### src/rtl/sfir_pkg.sv
// Shared width helpers for the time-shared symmetric FIR.
// Assumes signed two's-complement samples and coefficients.
package sfir_pkg;

    // Width of one pre-added pair times one coefficient
    function automatic int prod_width(int dw, int cw);
        return dw + 1 + cw;
    endfunction

    // Accumulator width: product width plus growth for npair additions
    function automatic int acc_width(int dw, int cw, int npair);
        return dw + 1 + cw + $clog2(npair);
    endfunction

endpackage

### src/rtl/sfir_slot_seq.sv
// Slot sequencer: after each strobe it walks slots 0..NPAIR-1, one per clock,
// then idles. A strobe on the last slot restarts the walk with no gap.
// Assumes strobes are at least NPAIR cycles apart.
module sfir_slot_seq #(
    parameter int NPAIR = 4,
    localparam int SW = (NPAIR > 1) ? $clog2(NPAIR) : 1
) (
    input  logic          clk,
    input  logic          rst_n,
    input  logic          start,
    output logic [SW-1:0] slot,
    output logic          busy,
    output logic          first,
    output logic          last
);

    localparam logic [SW-1:0] LAST_SLOT = SW'(NPAIR - 1);

    // Slot counter and busy flag
    always_ff @(posedge clk) begin
        if (!rst_n) begin
            busy <= 1'b0;
            slot <= '0;
        end else if (start) begin
            busy <= 1'b1;
            slot <= '0;
        end else if (busy) begin
            if (slot == LAST_SLOT) busy <= 1'b0;
            else                   slot <= slot + 1'b1;
        end
    end

    assign first = busy && (slot == '0);
    assign last  = busy && (slot == LAST_SLOT);

endmodule

### src/rtl/sfir_tapline.sv
// Sample delay line with mirrored pair pre-adders.
// Shifts only when shift_en is high. Pair g is tap g plus tap NTAP-1-g.
// The pair chosen by slot is driven out, and so is the oldest tap.
module sfir_tapline #(
    parameter int DW   = 8,
    parameter int NTAP = 8,
    localparam int NPAIR = NTAP / 2,
    localparam int SW    = (NPAIR > 1) ? $clog2(NPAIR) : 1
) (
    input  logic                 clk,
    input  logic                 rst_n,
    input  logic                 shift_en,
    input  logic signed [DW-1:0] din,
    input  logic [SW-1:0]        slot,
    output logic signed [DW:0]   pair_sum,
    output logic signed [DW-1:0] oldest
);

    logic signed [DW-1:0] tap  [NTAP];
    logic signed [DW:0]   psum [NPAIR];

    // Delay line: tap 0 is newest, moves only on the strobe
    always_ff @(posedge clk) begin
        if (!rst_n) begin
            for (int k = 0; k < NTAP; k++) tap[k] <= '0;
        end else if (shift_en) begin
            tap[0] <= din;
            for (int k = 1; k < NTAP; k++) tap[k] <= tap[k-1];
        end
    end

    // One pre-adder per mirrored pair
    for (genvar g = 0; g < NPAIR; g++) begin : g_pair
        assign psum[g] = {tap[g][DW-1], tap[g]} +
                         {tap[NTAP-1-g][DW-1], tap[NTAP-1-g]};
    end

    assign pair_sum = psum[slot];
    assign oldest   = tap[NTAP-1];

endmodule

### src/rtl/sfir_mac.sv
// Shared multiply-accumulate: one multiplier, coefficient picked by slot.
// The accumulator restarts on the first slot. On the last slot the completed
// sum goes straight to the output register and a valid pulse follows.
module sfir_mac #(
    parameter int DW    = 8,
    parameter int CW    = 8,
    parameter int NPAIR = 4,
    parameter logic [NPAIR*CW-1:0] COEFS = '0,
    localparam int SW = (NPAIR > 1) ? $clog2(NPAIR) : 1,
    localparam int PW = sfir_pkg::prod_width(DW, CW),
    localparam int AW = sfir_pkg::acc_width(DW, CW, NPAIR)
) (
    input  logic                 clk,
    input  logic                 rst_n,
    input  logic [SW-1:0]        slot,
    input  logic signed [DW:0]   pre,
    input  logic                 clr,
    input  logic                 en,
    input  logic                 commit,
    output logic signed [AW-1:0] y,
    output logic                 y_valid
);

    logic signed [CW-1:0] coef_tab [NPAIR];
    logic signed [PW-1:0] prod;
    logic signed [AW-1:0] acc, acc_nxt;

    // Coefficient table decoded from the packed parameter
    for (genvar g = 0; g < NPAIR; g++) begin : g_coef
        assign coef_tab[g] = COEFS[g*CW +: CW];
    end

    // The single multiplier and the accumulate adder
    assign prod    = PW'(pre) * PW'(coef_tab[slot]);
    assign acc_nxt = clr ? AW'(prod) : acc + AW'(prod);

    // Running sum, active only while slots are walking
    always_ff @(posedge clk) begin
        if (!rst_n)  acc <= '0;
        else if (en) acc <= acc_nxt;
    end

    // Result register and valid pulse
    always_ff @(posedge clk) begin
        if (!rst_n) begin
            y       <= '0;
            y_valid <= 1'b0;
        end else begin
            y_valid <= commit;
            if (commit) y <= acc_nxt;
        end
    end

endmodule

### src/rtl/sfir_shared_mult.sv
// Symmetric FIR with a single shared multiplier running four times faster
// than the sample rate. The delayed-input path is balanced with one register
// that loads on the same edge as the filtered result.
// Assumes sample_en pulses at most once every NTAP/2 cycles.
module sfir_shared_mult #(
    parameter int DW   = 8,
    parameter int CW   = 8,
    parameter int NTAP = 8,
    parameter logic [(NTAP/2)*CW-1:0] COEFS = 32'h807F_ED05,
    localparam int NPAIR = NTAP / 2,
    localparam int SW    = (NPAIR > 1) ? $clog2(NPAIR) : 1,
    localparam int AW    = sfir_pkg::acc_width(DW, CW, NPAIR)
) (
    input  logic                 clk,
    input  logic                 rst_n,
    input  logic                 sample_en,
    input  logic signed [DW-1:0] sample_in,
    output logic signed [AW-1:0] filt_out,
    output logic signed [DW-1:0] dly_out,
    output logic                 out_valid
);

    logic [SW-1:0]        slot;
    logic                 busy, first, last;
    logic signed [DW:0]   pair_sum;
    logic signed [DW-1:0] oldest;

    sfir_slot_seq #(.NPAIR(NPAIR)) u_seq (
        .clk   (clk),
        .rst_n (rst_n),
        .start (sample_en),
        .slot  (slot),
        .busy  (busy),
        .first (first),
        .last  (last)
    );

    sfir_tapline #(.DW(DW), .NTAP(NTAP)) u_taps (
        .clk      (clk),
        .rst_n    (rst_n),
        .shift_en (sample_en),
        .din      (sample_in),
        .slot     (slot),
        .pair_sum (pair_sum),
        .oldest   (oldest)
    );

    sfir_mac #(.DW(DW), .CW(CW), .NPAIR(NPAIR), .COEFS(COEFS)) u_mac (
        .clk     (clk),
        .rst_n   (rst_n),
        .slot    (slot),
        .pre     (pair_sum),
        .clr     (first),
        .en      (busy),
        .commit  (last),
        .y       (filt_out),
        .y_valid (out_valid)
    );

    // Delay balance: oldest tap captured together with the filtered result
    always_ff @(posedge clk) begin
        if (!rst_n)    dly_out <= '0;
        else if (last) dly_out <= oldest;
    end

endmodule

### config.mk
export PLATFORM = sky130hd
export DESIGN_NAME = sfir_shared_mult
export DESIGN_NICKNAME = d
export VERILOG_FILES = /design/src/rtl/sfir_pkg.sv /design/src/rtl/sfir_slot_seq.sv /design/src/rtl/sfir_tapline.sv /design/src/rtl/sfir_mac.sv /design/src/rtl/sfir_shared_mult.sv
export SDC_FILE = /design/constraint.sdc
export NUM_CORES = 1
export LEC_CHECK = 0
export BUFFER_PORTS_ARGS = -buffer_cell sky130_fd_sc_hd__buf_2
export CAP_MARGIN = 10
export CORE_MARGIN = 3
export CORE_UTILIZATION = 31
export CTS_BUF_LIST = sky130_fd_sc_hd__clkbuf_16
export DETAILED_ROUTE_END_ITERATION = 6
export PLACE_DENSITY = 0.45
export SETUP_SLACK_MARGIN = 0.1
export SLEW_MARGIN = 15
export SYNTH_ARGS = -nofsm -noshare
export SYNTH_HDL_FRONTEND = slang
export SYNTH_HIERARCHICAL = 1
export SYNTH_SLANG_ARGS = --single-unit
### constraint.sdc
create_clock -name clk -period 19.7 [get_ports clk]
set_clock_uncertainty 0.2 [all_clocks]
set_input_delay 3.94 -clock clk [delete_from_list [all_inputs] [get_ports clk]]
set_output_delay 3.94 -clock clk [all_outputs]
set_load 0.02 [all_outputs]
==> results.md <==
- Number of antenna violations at the first check in global routing: 0
- Sequential share of the synthesized area: 0.309
- DRC Markers: 0
- Post-synth cell types: 65
- Average size of a mapped cell: 9.72 um^2
- Die Footprint: 0.0326 mm^2
- Ratio of cells with drive above 1 in the final layout: 0.0926
- Number of standard cells in the layout, taps in and fillers out: 1394
- Routed via count: 6880
- Critical Path AT: 8.65 ns
- Met2 routed WL: 11.7 mm
- Detailed-route wire length per cell: 16.6 um
- Core Box Area: 0.0299 mm^2
- Fin. Hold Viols: 0
- Path depth of the worst reg2reg path: 29
- Clock root buffer: clkbuf_16
- Seq cells post-synth: 114
- Iteration count of the initial detailed-routing pass: 5
- Classification of the worst-slack hold path: register to register
- Die extent in x: 181 um
- Min-Delay Startpoint: u_mac/y[10]$_SDFFE_PN0P_
- HPWL reported at the end of detailed placement: 17.5 mm
- Post-CTS Repair Setup Buffers: 0
- Met1 wire length: 10.4 mm
- Terminating pin of the worst hold path: u_mac/y[10]$_SDFFE_PN0P_
- Total I/O pin count: 39
- Last weighted congestion value of the routability-driven placer: 0.815
- Global-route congestion overflow total: 0
- Max frequency: 0.116 GHz
- Tot GR Track Use: 0.144
- Slowest stage delay, CP: 0.65 ns
- Post-synth top flop: edfxtp_1
- Sum Neg Setup Slack: 0 ns
- Largest net degree at the start of global routing: 77
- Post-synth EDFFs: 64
- Slew Limit Fails: 0
- Top cells by area, synth: edfxtp_1 (20%), fa_1 (12%), ha_1 (12%)
- Max cap viols: 0
- Final period util: 0.436
- Num CTS Buffers: 17
- Endpoint type of the worst setup path: register
- Startpoint type of the worst setup path: register
- FILL cells: 3061
- Run status: complete, no violations
- Worst slack at placement: 11.08 ns
- Count of input and output buffers: 38
- Met3 routed wirelength: 466 um
- Die Height: 181 um
- PostCTS Resize Cnt: 0
- Netlist Area Pre-Place: 0.00945 mm^2
- Cell count after placement: 1362
- Total non-filler cell area in the finished layout: 0.0106 mm^2
- Nets in the synthesized netlist: 1132
- Placement Rows: 63
- Final critical path time including I/O delays and setup: 8.59 ns
- CTS tree: done
- FF-to-FF End: u_mac/y[18]$_SDFFE_PN0P_
- Worst slew margin relative to its limit: 0.346
- Number of H-tree branching levels: 4
- Leakage power summed over all cells: 4.89 nW
- Highest metal used: met4
- Share of synthesized flip-flops with an asynchronous set or reset: 0
- Register-to-register setup slack: 11.11 ns
- Post-detailed-route via-to-cell ratio: 4.94
- Area fraction of the dominant cell type after synthesis: 0.203
- Total of endpoints with negative setup slack in the final report: 0
- Biggest area consumer among synthesized cells: edfxtp_1
- Latest clock arrival within the worst-skew pair: 0.43 ns
- Number of warnings printed during yosys synthesis: 6
- Antenna violation net count after detailed routing: 0
- TritonCTS sink count: 114
- Largest fanout of any net on the critical path: 8
- IR Drop Worst-Case VDD: 0.0647 mV
- Worst hold path stage count: 2
- Post-synthesis instance total: 972
- Via count of the first global-routing pass: 7037
- Starting utilization of the core area: 0.316
- Hold Buf Count CTS: 0
- Antenna cell count: 0
- Largest buffer count on any clock path: 2
- Number of violations reported at the end of detailed-routing iteration 0: 327
- Area growth, synth to finish: 11.7%
- RSZ-0062 raised after global routing: no
- CP Class: register to register
- Worst path required time: 19.76 ns
- Clk slew on worst S/H paths: 0.06 ns
- Final critical-path setup slack: 11.11 ns
- Startpoint of the worst register-to-register path: u_taps/tap[3][0]$_SDFFCE_PN0P_
- Total wirelength of the detailed-routed design: 23.1 mm
- Most numerous cell on the critical path: fa_1
- Crit path max-delay cell type: nor3_1
- Post-route total power: 1.58 mW
- Post-placement cell area: 0.00996 mm^2
- Wire length of the first global-routing pass: 37.6 mm
- Power per cell area: 150 mW/mm^2
- Net count of the finished layout: 1151
- Slew at the pin closest to its max-slew limit: 0.981 ns
worst max-delay path by stage:
stage / start / to / slack, ns / cells past startpoint
after floorplan: u_taps/tap[3][0]$_SDFFCE_PN0P_ / u_mac/acc[18]$_SDFFE_PN0P_ / 11.98 / 29
after global placement: u_taps/tap[3][0]$_SDFFCE_PN0P_ / u_mac/y[18]$_SDFFE_PN0P_ / 11.25 / 29
after detailed placement: u_taps/tap[3][0]$_SDFFCE_PN0P_ / u_mac/y[18]$_SDFFE_PN0P_ / 11.08 / 29
after CTS: u_taps/tap[3][0]$_SDFFCE_PN0P_ / u_mac/y[18]$_SDFFE_PN0P_ / 11.05 / 29
after global routing: u_taps/tap[3][8]$_SDFFCE_PN0P_ / u_mac/y[18]$_SDFFE_PN0P_ / 10.49 / 32
final: u_taps/tap[3][0]$_SDFFCE_PN0P_ / u_mac/y[18]$_SDFFE_PN0P_ / 11.11 / 29
layer usage:
layer  GRT usage  vias to the layer above
li1            -                     3437
met1       0.174                     3343
met2       0.255                       76
met3      0.0307                       24
met4      0.0513                        0
met5           0                        -
critical path: cells and delay by family, from the launching register on:
kind                     cells  cell delay (ns)
XOR/XNOR                     2             0.35
AO/OA/AOI/OAI                8             1.59
multiplexers                 1             0.25
adder cells (fa/ha/maj)      8             3.18
buffers and inverters        3             0.16
AND/OR/NAND/NOR              7             2.26
flip-flops                   1             0.40
cells by family after synthesis:
group           after synthesis  share of synthesized area
compound gates              214                      0.152
fa+ha+maj                   149                      0.243
mux                          29                     0.0363
simple gates                267                      0.153
xor+xnor                     43                     0.0407
flops                       114                      0.309
buf+inv                     156                     0.0660
flip-flops by register name, summed over array words and instances (netlist names):
signal / cells
dly_out: 8
u_mac/acc: 19
u_mac/y: 19
u_mac/y_valid: 1
u_seq/busy: 1
u_seq/slot: 2
u_taps/tap: 64
area by class of cell:
class / instances / area, um^2 / area share
inverter: 114 / 428 / 0.0405
sequential: 114 / 2920 / 0.277
clock buffer: 17 / 425 / 0.0403
multi-input combinational: 702 / 5900 / 0.559
tap: 390 / 488 / 0.0462
timing repair buffer: 42 / 220 / 0.0209
clock inverter: 15 / 169 / 0.0160
placed cells by master, fill, tap and decap left out, types with 5 or more instances in the layout:
cell and n:
a211oi_1 29, a21o_1 24, a21oi_1 52, a31oi_1 8, and2_1 27, and3_1 51, buf_2 38, clkbuf_16 17
dfxtp_1 50, edfxtp_1 64, fa_1 58, ha_1 91, inv_1 116, mux2i_1 23, nand2_1 27, nand2b_1 16
nand3_1 6, nand4_1 6, nor2_1 68, nor2b_1 29, nor3_1 13, o211ai_1 7, o21a_1 13, o21ai_0 32
o21ai_1 8, o31a_1 5, or3_1 7, xnor2_1 22, xor2_1 20
cell usage after synthesis (all sizes together), types with 5 or more instances:
cell	instances
a21oi	54
nand3	6
a31oi	8
mux2i	23
and2	29
nor3	13
or3	7
edfxtp	64
and3	51
o21a	15
o21ai	42
xor2	20
a211oi	30
inv	113
nor2	68
fa	58
nand2	27
xnor2	23
nand4	6
buf	10
nor2b	31
ha	91
dfxtp	50
o211ai	7
nand2b	17
a21o	24
o31a	5
clkbuf	32
power breakdown:
part           total [mW]  internal [mW]  switching (mW)
logic               0.977          0.384           0.593
registers           0.289          0.274          0.0148
clock network       0.319          0.198           0.121
total                1.58          0.856           0.729
stage by stage:
step,hold slack (ns),util
after floorplan,0.255,-
after detailed placement,0.271,0.334
after global routing,0.302,0.353
after CTS,0.283,0.353
after global placement,0.259,0.334
final,0.276,0.353
No activity file was read; power rests on OpenSTA's default activity.
